--- src/rtl/jpa_pkg.sv ---
package jpa_pkg;

    localparam int NREG = 16;
    typedef logic [3:0] ridx_t;
    typedef logic [4:0] pc_t;

    typedef enum logic [1:0] {OP_MUL, OP_ADD, OP_SUB, OP_HALF} aop_t;

    typedef struct packed {
        aop_t  op;
        ridx_t dst;
        ridx_t sa;
        ridx_t sb;
    } uop_t;

    typedef enum logic [2:0] {
        ST_IDLE, ST_PROG, ST_CHK, ST_INIT, ST_INV, ST_FIN, ST_OUT
    } st_t;

    // register slots
    localparam ridx_t RX1 = 4'd0,  RY1 = 4'd1,  RZ1 = 4'd2;
    localparam ridx_t RX2 = 4'd3,  RY2 = 4'd4,  RZ2 = 4'd5;
    localparam ridx_t RT  = 4'd6,  RU1 = 4'd7,  RS1 = 4'd8;
    localparam ridx_t RU2 = 4'd9,  RS2 = 4'd10, RW  = 4'd11;
    localparam ridx_t RR  = 4'd12, RZ3 = 4'd13, RX3 = 4'd14;
    localparam ridx_t RY3 = 4'd15;

    localparam pc_t PC_LAST1  = 5'd24;
    localparam pc_t PC_FIRST2 = 5'd25;
    localparam pc_t PC_LAST2  = 5'd28;

    function automatic uop_t mk(aop_t o, ridx_t d, ridx_t a, ridx_t b);
        uop_t u;
        u.op = o; u.dst = d; u.sa = a; u.sb = b;
        return u;
    endfunction

    // Steps 0..24: projective sum. Steps 25..28: affine conversion,
    // with Z3^-1 already in RT.
    function automatic uop_t prog_step(pc_t pc);
        case (pc)
            5'd0:  return mk(OP_MUL, RT,  RZ2, RZ2);
            5'd1:  return mk(OP_MUL, RU1, RX1, RT);
            5'd2:  return mk(OP_MUL, RT,  RT,  RZ2);
            5'd3:  return mk(OP_MUL, RS1, RY1, RT);
            5'd4:  return mk(OP_MUL, RT,  RZ1, RZ1);
            5'd5:  return mk(OP_MUL, RU2, RX2, RT);
            5'd6:  return mk(OP_MUL, RT,  RT,  RZ1);
            5'd7:  return mk(OP_MUL, RS2, RY2, RT);
            5'd8:  return mk(OP_SUB, RW,  RU1, RU2);
            5'd9:  return mk(OP_SUB, RR,  RS1, RS2);
            5'd10: return mk(OP_ADD, RU1, RU1, RU2);
            5'd11: return mk(OP_ADD, RS1, RS1, RS2);
            5'd12: return mk(OP_MUL, RU2, RZ1, RZ2);
            5'd13: return mk(OP_MUL, RZ3, RU2, RW);
            5'd14: return mk(OP_MUL, RT,  RW,  RW);
            5'd15: return mk(OP_MUL, RU2, RU1, RT);
            5'd16: return mk(OP_MUL, RS2, RR,  RR);
            5'd17: return mk(OP_SUB, RX3, RS2, RU2);
            5'd18: return mk(OP_ADD, RS2, RX3, RX3);
            5'd19: return mk(OP_SUB, RU2, RU2, RS2);
            5'd20: return mk(OP_MUL, RU2, RU2, RR);
            5'd21: return mk(OP_MUL, RT,  RT,  RW);
            5'd22: return mk(OP_MUL, RT,  RT,  RS1);
            5'd23: return mk(OP_SUB, RU2, RU2, RT);
            5'd24: return mk(OP_HALF, RY3, RU2, RU2);
            5'd25: return mk(OP_MUL, RU1, RT,  RT);
            5'd26: return mk(OP_MUL, RX1, RX3, RU1);
            5'd27: return mk(OP_MUL, RU1, RU1, RT);
            5'd28: return mk(OP_MUL, RY1, RY3, RU1);
            default: return mk(OP_MUL, RT, RT, RT);
        endcase
    endfunction

endpackage

--- src/rtl/jpa_modalu.sv ---
module jpa_modalu
    import jpa_pkg::*;
#(
    parameter int WIDTH = 16,
    parameter int PRIME = 65521
) (
    input  aop_t             op,
    input  logic [WIDTH-1:0] a,
    input  logic [WIDTH-1:0] b,
    output logic [WIDTH-1:0] y
);
    localparam logic [2*WIDTH-1:0] PW   = (2*WIDTH)'(PRIME);
    localparam logic [WIDTH:0]     P1   = (WIDTH+1)'(PRIME);
    localparam logic [WIDTH-1:0]   HALF = WIDTH'((PRIME + 1) / 2);

    logic [2*WIDTH-1:0] prod;
    logic [WIDTH:0]     sum;
    logic [WIDTH:0]     dif;

    always_comb begin
        prod = {{WIDTH{1'b0}}, a} * {{WIDTH{1'b0}}, (op == OP_HALF) ? HALF : b};
        sum  = {1'b0, a} + {1'b0, b};
        if (a >= b) dif = {1'b0, a} - {1'b0, b};
        else        dif = {1'b0, a} + P1 - {1'b0, b};
        case (op)
            OP_ADD:  y = (sum >= P1) ? WIDTH'(sum - P1) : WIDTH'(sum);
            OP_SUB:  y = WIDTH'(dif);
            default: y = WIDTH'(prod % PW);
        endcase
    end
endmodule

--- src/rtl/jpa_regfile.sv ---
module jpa_regfile
    import jpa_pkg::*;
#(
    parameter int WIDTH = 16
) (
    input  logic             clk,
    input  logic             rst,
    input  logic             ld,
    input  logic [WIDTH-1:0] xp,
    input  logic [WIDTH-1:0] yp,
    input  logic [WIDTH-1:0] xq,
    input  logic [WIDTH-1:0] yq,
    input  logic             we,
    input  ridx_t            waddr,
    input  logic [WIDTH-1:0] wdata,
    input  ridx_t            ra,
    input  ridx_t            rb,
    output logic [WIDTH-1:0] rd_a,
    output logic [WIDTH-1:0] rd_b
);
    localparam logic [WIDTH-1:0] ONE = WIDTH'(1);

    logic [WIDTH-1:0] regs [NREG];

    always_ff @(posedge clk) begin
        for (int i = 0; i < NREG; i++) begin
            if (rst) begin
                regs[i] <= '0;
            end else if (ld) begin
                case (ridx_t'(i))
                    RX1:     regs[i] <= xp;
                    RY1:     regs[i] <= yp;
                    RX2:     regs[i] <= xq;
                    RY2:     regs[i] <= yq;
                    RZ1:     regs[i] <= ONE;
                    RZ2:     regs[i] <= ONE;
                    default: regs[i] <= '0;
                endcase
            end else if (we && waddr == ridx_t'(i)) begin
                regs[i] <= wdata;
            end
        end
    end

    assign rd_a = regs[ra];
    assign rd_b = regs[rb];
endmodule

--- src/rtl/jpa_ctrl.sv ---
module jpa_ctrl
    import jpa_pkg::*;
#(
    parameter int WIDTH = 16,
    parameter int PRIME = 65521
) (
    input  logic             clk,
    input  logic             rst,
    input  logic             start,
    input  logic [WIDTH-1:0] xp,
    input  logic [WIDTH-1:0] yp,
    input  logic             p_inf,
    input  logic [WIDTH-1:0] xq,
    input  logic [WIDTH-1:0] yq,
    input  logic             q_inf,
    input  logic [WIDTH-1:0] rd_a,
    input  logic [WIDTH-1:0] rd_b,
    output aop_t             alu_op,
    output ridx_t            ra,
    output ridx_t            rb,
    output logic             we,
    output ridx_t            waddr,
    output logic             wsel_one,
    output logic             ld,
    output logic             busy,
    output logic             done,
    output logic [WIDTH-1:0] xr,
    output logic [WIDTH-1:0] yr,
    output logic             r_inf,
    output logic             same_pt
);
    localparam int BW = (WIDTH > 1) ? $clog2(WIDTH) : 1;
    localparam logic [WIDTH-1:0] EXP  = WIDTH'(PRIME - 2);
    localparam logic [BW-1:0]    KTOP = BW'(WIDTH - 1);

    st_t          st;
    pc_t          pc;
    logic [BW-1:0] bitk;
    logic         ph;
    uop_t         u;

    assign busy = (st != ST_IDLE);

    always_comb begin
        u        = prog_step(pc);
        alu_op   = OP_MUL;
        ra       = RT;
        rb       = RT;
        we       = 1'b0;
        waddr    = RT;
        wsel_one = 1'b0;
        ld       = 1'b0;
        case (st)
            ST_IDLE: ld = start && !p_inf && !q_inf;
            ST_PROG, ST_FIN: begin
                alu_op = u.op; ra = u.sa; rb = u.sb;
                waddr  = u.dst; we = 1'b1;
            end
            ST_CHK:  begin ra = RW; rb = RR; end
            ST_INIT: begin we = 1'b1; wsel_one = 1'b1; end
            ST_INV: begin
                if (!ph) begin
                    we = 1'b1;
                end else begin
                    rb = RZ3;
                    we = EXP[bitk];
                end
            end
            ST_OUT:  begin ra = RX1; rb = RY1; end
            default: ;
        endcase
    end

    always_ff @(posedge clk) begin
        if (rst) begin
            st <= ST_IDLE; pc <= '0; bitk <= '0; ph <= 1'b0;
            done <= 1'b0; xr <= '0; yr <= '0; r_inf <= 1'b0; same_pt <= 1'b0;
        end else begin
            done <= 1'b0;
            case (st)
                ST_IDLE: if (start) begin
                    if (p_inf) begin
                        xr <= q_inf ? '0 : xq;
                        yr <= q_inf ? '0 : yq;
                        r_inf <= q_inf; same_pt <= 1'b0; done <= 1'b1;
                    end else if (q_inf) begin
                        xr <= xp; yr <= yp;
                        r_inf <= 1'b0; same_pt <= 1'b0; done <= 1'b1;
                    end else begin
                        st <= ST_PROG; pc <= '0;
                    end
                end
                ST_PROG: begin
                    if (pc == PC_LAST1) st <= ST_CHK;
                    else pc <= pc + 5'd1;
                end
                ST_CHK: begin
                    if (rd_a == '0) begin
                        xr <= '0; yr <= '0;
                        r_inf   <= (rd_b != '0);
                        same_pt <= (rd_b == '0);
                        done <= 1'b1; st <= ST_IDLE;
                    end else begin
                        st <= ST_INIT;
                    end
                end
                ST_INIT: begin
                    st <= ST_INV; bitk <= KTOP; ph <= 1'b0;
                end
                ST_INV: begin
                    if (!ph) begin
                        ph <= 1'b1;
                    end else if (bitk == '0) begin
                        st <= ST_FIN; pc <= PC_FIRST2;
                    end else begin
                        bitk <= bitk - 1'b1; ph <= 1'b0;
                    end
                end
                ST_FIN: begin
                    if (pc == PC_LAST2) st <= ST_OUT;
                    else pc <= pc + 5'd1;
                end
                ST_OUT: begin
                    xr <= rd_a; yr <= rd_b;
                    r_inf <= 1'b0; same_pt <= 1'b0;
                    done <= 1'b1; st <= ST_IDLE;
                end
                default: st <= ST_IDLE;
            endcase
        end
    end
endmodule

--- src/rtl/jac_point_adder.sv ---
module jac_point_adder
    import jpa_pkg::*;
#(
    parameter int WIDTH = 16,
    parameter int PRIME = 65521
) (
    input  logic             clk,
    input  logic             rst,
    input  logic             start,
    input  logic [WIDTH-1:0] xp,
    input  logic [WIDTH-1:0] yp,
    input  logic             p_inf,
    input  logic [WIDTH-1:0] xq,
    input  logic [WIDTH-1:0] yq,
    input  logic             q_inf,
    output logic             busy,
    output logic             done,
    output logic [WIDTH-1:0] xr,
    output logic [WIDTH-1:0] yr,
    output logic             r_inf,
    output logic             same_pt
);
    aop_t             alu_op;
    ridx_t            ra, rb, waddr;
    logic             we, wsel_one, ld;
    logic [WIDTH-1:0] rd_a, rd_b, alu_y, wdata;

    assign wdata = wsel_one ? WIDTH'(1) : alu_y;

    jpa_ctrl #(.WIDTH(WIDTH), .PRIME(PRIME)) u_ctrl (
        .clk(clk), .rst(rst), .start(start),
        .xp(xp), .yp(yp), .p_inf(p_inf), .xq(xq), .yq(yq), .q_inf(q_inf),
        .rd_a(rd_a), .rd_b(rd_b), .alu_op(alu_op), .ra(ra), .rb(rb),
        .we(we), .waddr(waddr), .wsel_one(wsel_one), .ld(ld),
        .busy(busy), .done(done), .xr(xr), .yr(yr),
        .r_inf(r_inf), .same_pt(same_pt)
    );

    jpa_regfile #(.WIDTH(WIDTH)) u_rf (
        .clk(clk), .rst(rst), .ld(ld),
        .xp(xp), .yp(yp), .xq(xq), .yq(yq),
        .we(we), .waddr(waddr), .wdata(wdata),
        .ra(ra), .rb(rb), .rd_a(rd_a), .rd_b(rd_b)
    );

    jpa_modalu #(.WIDTH(WIDTH), .PRIME(PRIME)) u_alu (
        .op(alu_op), .a(rd_a), .b(rd_b), .y(alu_y)
    );
endmodule

--- config.mk ---
export PLATFORM = sky130hd
export DESIGN_NAME = jac_point_adder
export DESIGN_NICKNAME = d
export VERILOG_FILES = /design/src/rtl/jpa_pkg.sv /design/src/rtl/jpa_modalu.sv /design/src/rtl/jpa_regfile.sv /design/src/rtl/jpa_ctrl.sv /design/src/rtl/jac_point_adder.sv
export SDC_FILE = /design/constraint.sdc
export NUM_CORES = 2
export LEC_CHECK = 0
export CAP_MARGIN = 20
export CORE_MARGIN = 3
export CORE_UTILIZATION = 45
export DETAILED_ROUTE_END_ITERATION = 10
export DONT_BUFFER_PORTS = 1
export GPL_TIMING_DRIVEN = 1
export HOLD_SLACK_MARGIN = 0.08
export PLACE_DENSITY_LB_ADDON = 0.25
export SLEW_MARGIN = 20
export SYNTH_ARGS = -nofsm -noshare
export SYNTH_HDL_FRONTEND = slang
export SYNTH_SLANG_ARGS = --single-unit
export TNS_END_PERCENT = 30
--- constraint.sdc ---
create_clock -name clk -period 32.8 [get_ports clk]
set_clock_uncertainty 0.15 [all_clocks]
set_input_delay 4.92 -clock clk [delete_from_list [all_inputs] [get_ports clk]]
set_output_delay 4.92 -clock clk [all_outputs]
set_load 0.005 [all_outputs]
==> results.yml <==
sta:
  drv_slew: 0
  fin_crit_ns: 30.75
  final.setup.tns_ns: 0
  clock.fmax_mhz: 32.5
  hold_slack_ns: 0.363
  rsz0062_at_grt: "false"
  slew_headroom: 0.182
  setup_viol: 0
  timing.final.ws_setup_ns: 2.05
  worst_pin_slew_ns: 1.22
  min_period_over_period: 0.937
  final_hold_viol_count: 0
global_routing:
  antenna_found_initial: 12
  met1_usage: 0.444
  overflow: 0
  met2_usage: 0.435
  grt_pass1_vias: 37300
  grt_busiest_layer: "met1"
  track_usage: 0.307
  grtUsageMet3: 0.0891
  grt_max_degree: 97
  grt_pass1_wl_um: 227000
floorplanning:
  io_pins: 105
  rows: 109
  die_area_um2: 94500
  start_util: 0.458
  core_area_um2: 89200
  die_height_um: 307
  fp.dieW_um: 307
yosys:
  yosysSeqAreaShare: 0.219
  synth_nets: 5573
  synth_area_leaders: "edfxtp_1 19%, fa_1 9.7%, ha_1 5.7%"
  synth_top_area_frac: 0.188
  synth_edf_count: 256
  avgSynthCellArea_um2: 7.99
  synth.distinct_cells: 157
  yosys.area.top_type: "edfxtp_1"
  yosys_warnings: 0
  syn_area_um2: 40900
  synthCells: 5118
  synth_flop_cell: "edfxtp_1"
  synth-seq-cells: 319
  async_flop_share: 0
cts:
  clockBufferDepth: 3
  cts_sinks: 319
  tritoncts: "yes"
  htree_levels: 2
  clk_latency_ns: 0.56
  cts-root-buf: "clkbuf_16"
  clkSlewWorstSetupHoldPaths_ns: 0.07
  numCtsBuffers: 34
place:
  dpl_cell_area_um2: 41700
  pre_cts_ws_ns: 2.18
  routabilityCongestion: 0.975
  dp_hpwl_um: 109000
  port_buffers: 0
cells_and_area:
  final_area_um2: 42900
  ff_latch_area_um2: 8950
  layout.cells.most_common: "nand2_1"
  n_fill_cell: 8774
  syn_to_final_growth_pct: 4.95
  drive_above_1_share: 0.0705
  fin_nets: 5363
  multi_input_area_um2: 29500
  layout_common_cells: "567 x nand2_1, 542 x nor2_1, 339 x inv_1, 286 x o21ai_0, 256 x edfxtp_1"
drt:
  detail-route-antenna-nets: 0
  drt_pass1_iterations: 6
  drtIter0Drc: 5271
  wire_per_inst_um: 24.6
  avgViaCountPerCell: 6.65
  drt-total-wl_um: 151000
  drc: 0
  via_count: 40700
critical_path:
  worstPathMaxFanout: 44
  cp.arrival_ns: 30.86
  r2r_start: "u_ctrl.st[0]"
  slowest_delay_ns: 0.90
  cp-end-kind: "flip-flop"
  critPathLaunchType: "flip-flop"
  required_ns: 32.92
  startpoint: "u_ctrl.st[0]"
  path_common_cell: "inv_1"
  crit_type: "reg -> reg"
  crit_slowest_cell: "nor2_1"
min_path:
  min-delay-start: "u_ctrl.bitk[0]"
  hp-class: "reg -> reg"
run_status:
  outcome: "completed"
flow_run:
  drv_cap: 0
[worst max-delay path: cells and delay by family, from the launching register on]
family / cells / cell delay (ns)
buffers and inverters: 10 / 1.71
adder cells (fa/ha/maj): 10 / 4.28
AO/OA/AOI/OAI: 36 / 13.56
multiplexers: 2 / 0.73
flip-flops: 1 / 0.34
AND/OR/NAND/NOR: 22 / 6.49
XOR/XNOR: 8 / 3.07
[logic make-up (layout without fill, tap and decap cells)]
kind of cell | count (synthesis) | in the layout | share of synthesized area
and+or+nand+nor | 1957 | 1957 | 0.237
xor gates and xnor gates | 194 | 194 | 0.0419
muxes | 42 | 42 | 0.0113
AOI/OAI and AO/OA | 1558 | 1558 | 0.269
other | 0 | 12 | 0
DFF | 319 | 319 | 0.219
buffers and inverters | 655 | 471 | 0.0659
adders and majority gates | 393 | 393 | 0.156
[synth_stat cells (63+ instances only)]
library cell	count
a21oi_1	246
a211oi_1	207
nor3_1	131
xnor2_1	142
inv_1	338
nand3_1	116
fa_1	199
o21ai_0	302
clkbuf_1	235
a21o_1	73
a31oi_1	106
and2_1	165
nand2_1	569
a311oi_1	77
ha_1	187
edfxtp_1	256
nor2_1	545
dfxtp_1	63
[per-layer routing]
metal  share of wire  up-vias  routed length (µm)
met5         0.00028        -                  42
met3            0.13      352               19800
li1                -    18300                   -
met4           0.037        6                5510
met2            0.41     2413               61500
met1            0.42    19600               63700
[area by class of cell]
| class | instances | area share |
|---|---|---|
| multi-input cells | 4144 | 0.688 |
| flip-flops and latches | 319 | 0.209 |
| well taps | 1165 | 0.0340 |
| inverters | 344 | 0.0301 |
| clock buffers | 39 | 0.0212 |
| repair buffers | 65 | 0.0120 |
| clock inverters | 23 | 0.00496 |
| diodes | 12 | 0.000700 |
[flip-flops by register name, indices dropped and copies added (netlist names), named ones only]
register	cells
u_ctrl.xr	16
u_ctrl.yr	16
u_ctrl.ph	1
u_ctrl.u	14
u_rf.regs	256
u_ctrl.bitk	4
u_ctrl.same_pt	1
u_ctrl.pc	5
u_ctrl.st	3
u_ctrl.r_inf	1
u_ctrl.done	1
[final timing paths]
path	end	slack [ns]	depth (start not counted)
hold reg to reg	u_ctrl.bitk[0]	0.36	1
hold / removal	u_ctrl.bitk[0]	0.36	1
setup reg to reg	u_rf.regs[4][12]	2.05	88
setup / recovery	u_rf.regs[4][12]	2.05	88
[stage by stage]
stage / util / instances
3_5_place_dp: 0.467 / 6035
6_report: 0.481 / 6111
4_1_cts: 0.480 / 6097
2_1_floorplan: - / 5118
3_3_place_gp: 0.467 / 6034
5_1_grt: 0.481 / 6100
[timing repair]
item | 4_1_cts | 5_1_grt
setup endpoints to repair | 0 | 164
hold buffers | 0 | 0
buffers inserted | 0 | 2
resized for setup | 0 | 4
Power is not shown: default switching activity piles up to over one toggle a cycle in this logic, so the estimate is an artifact.
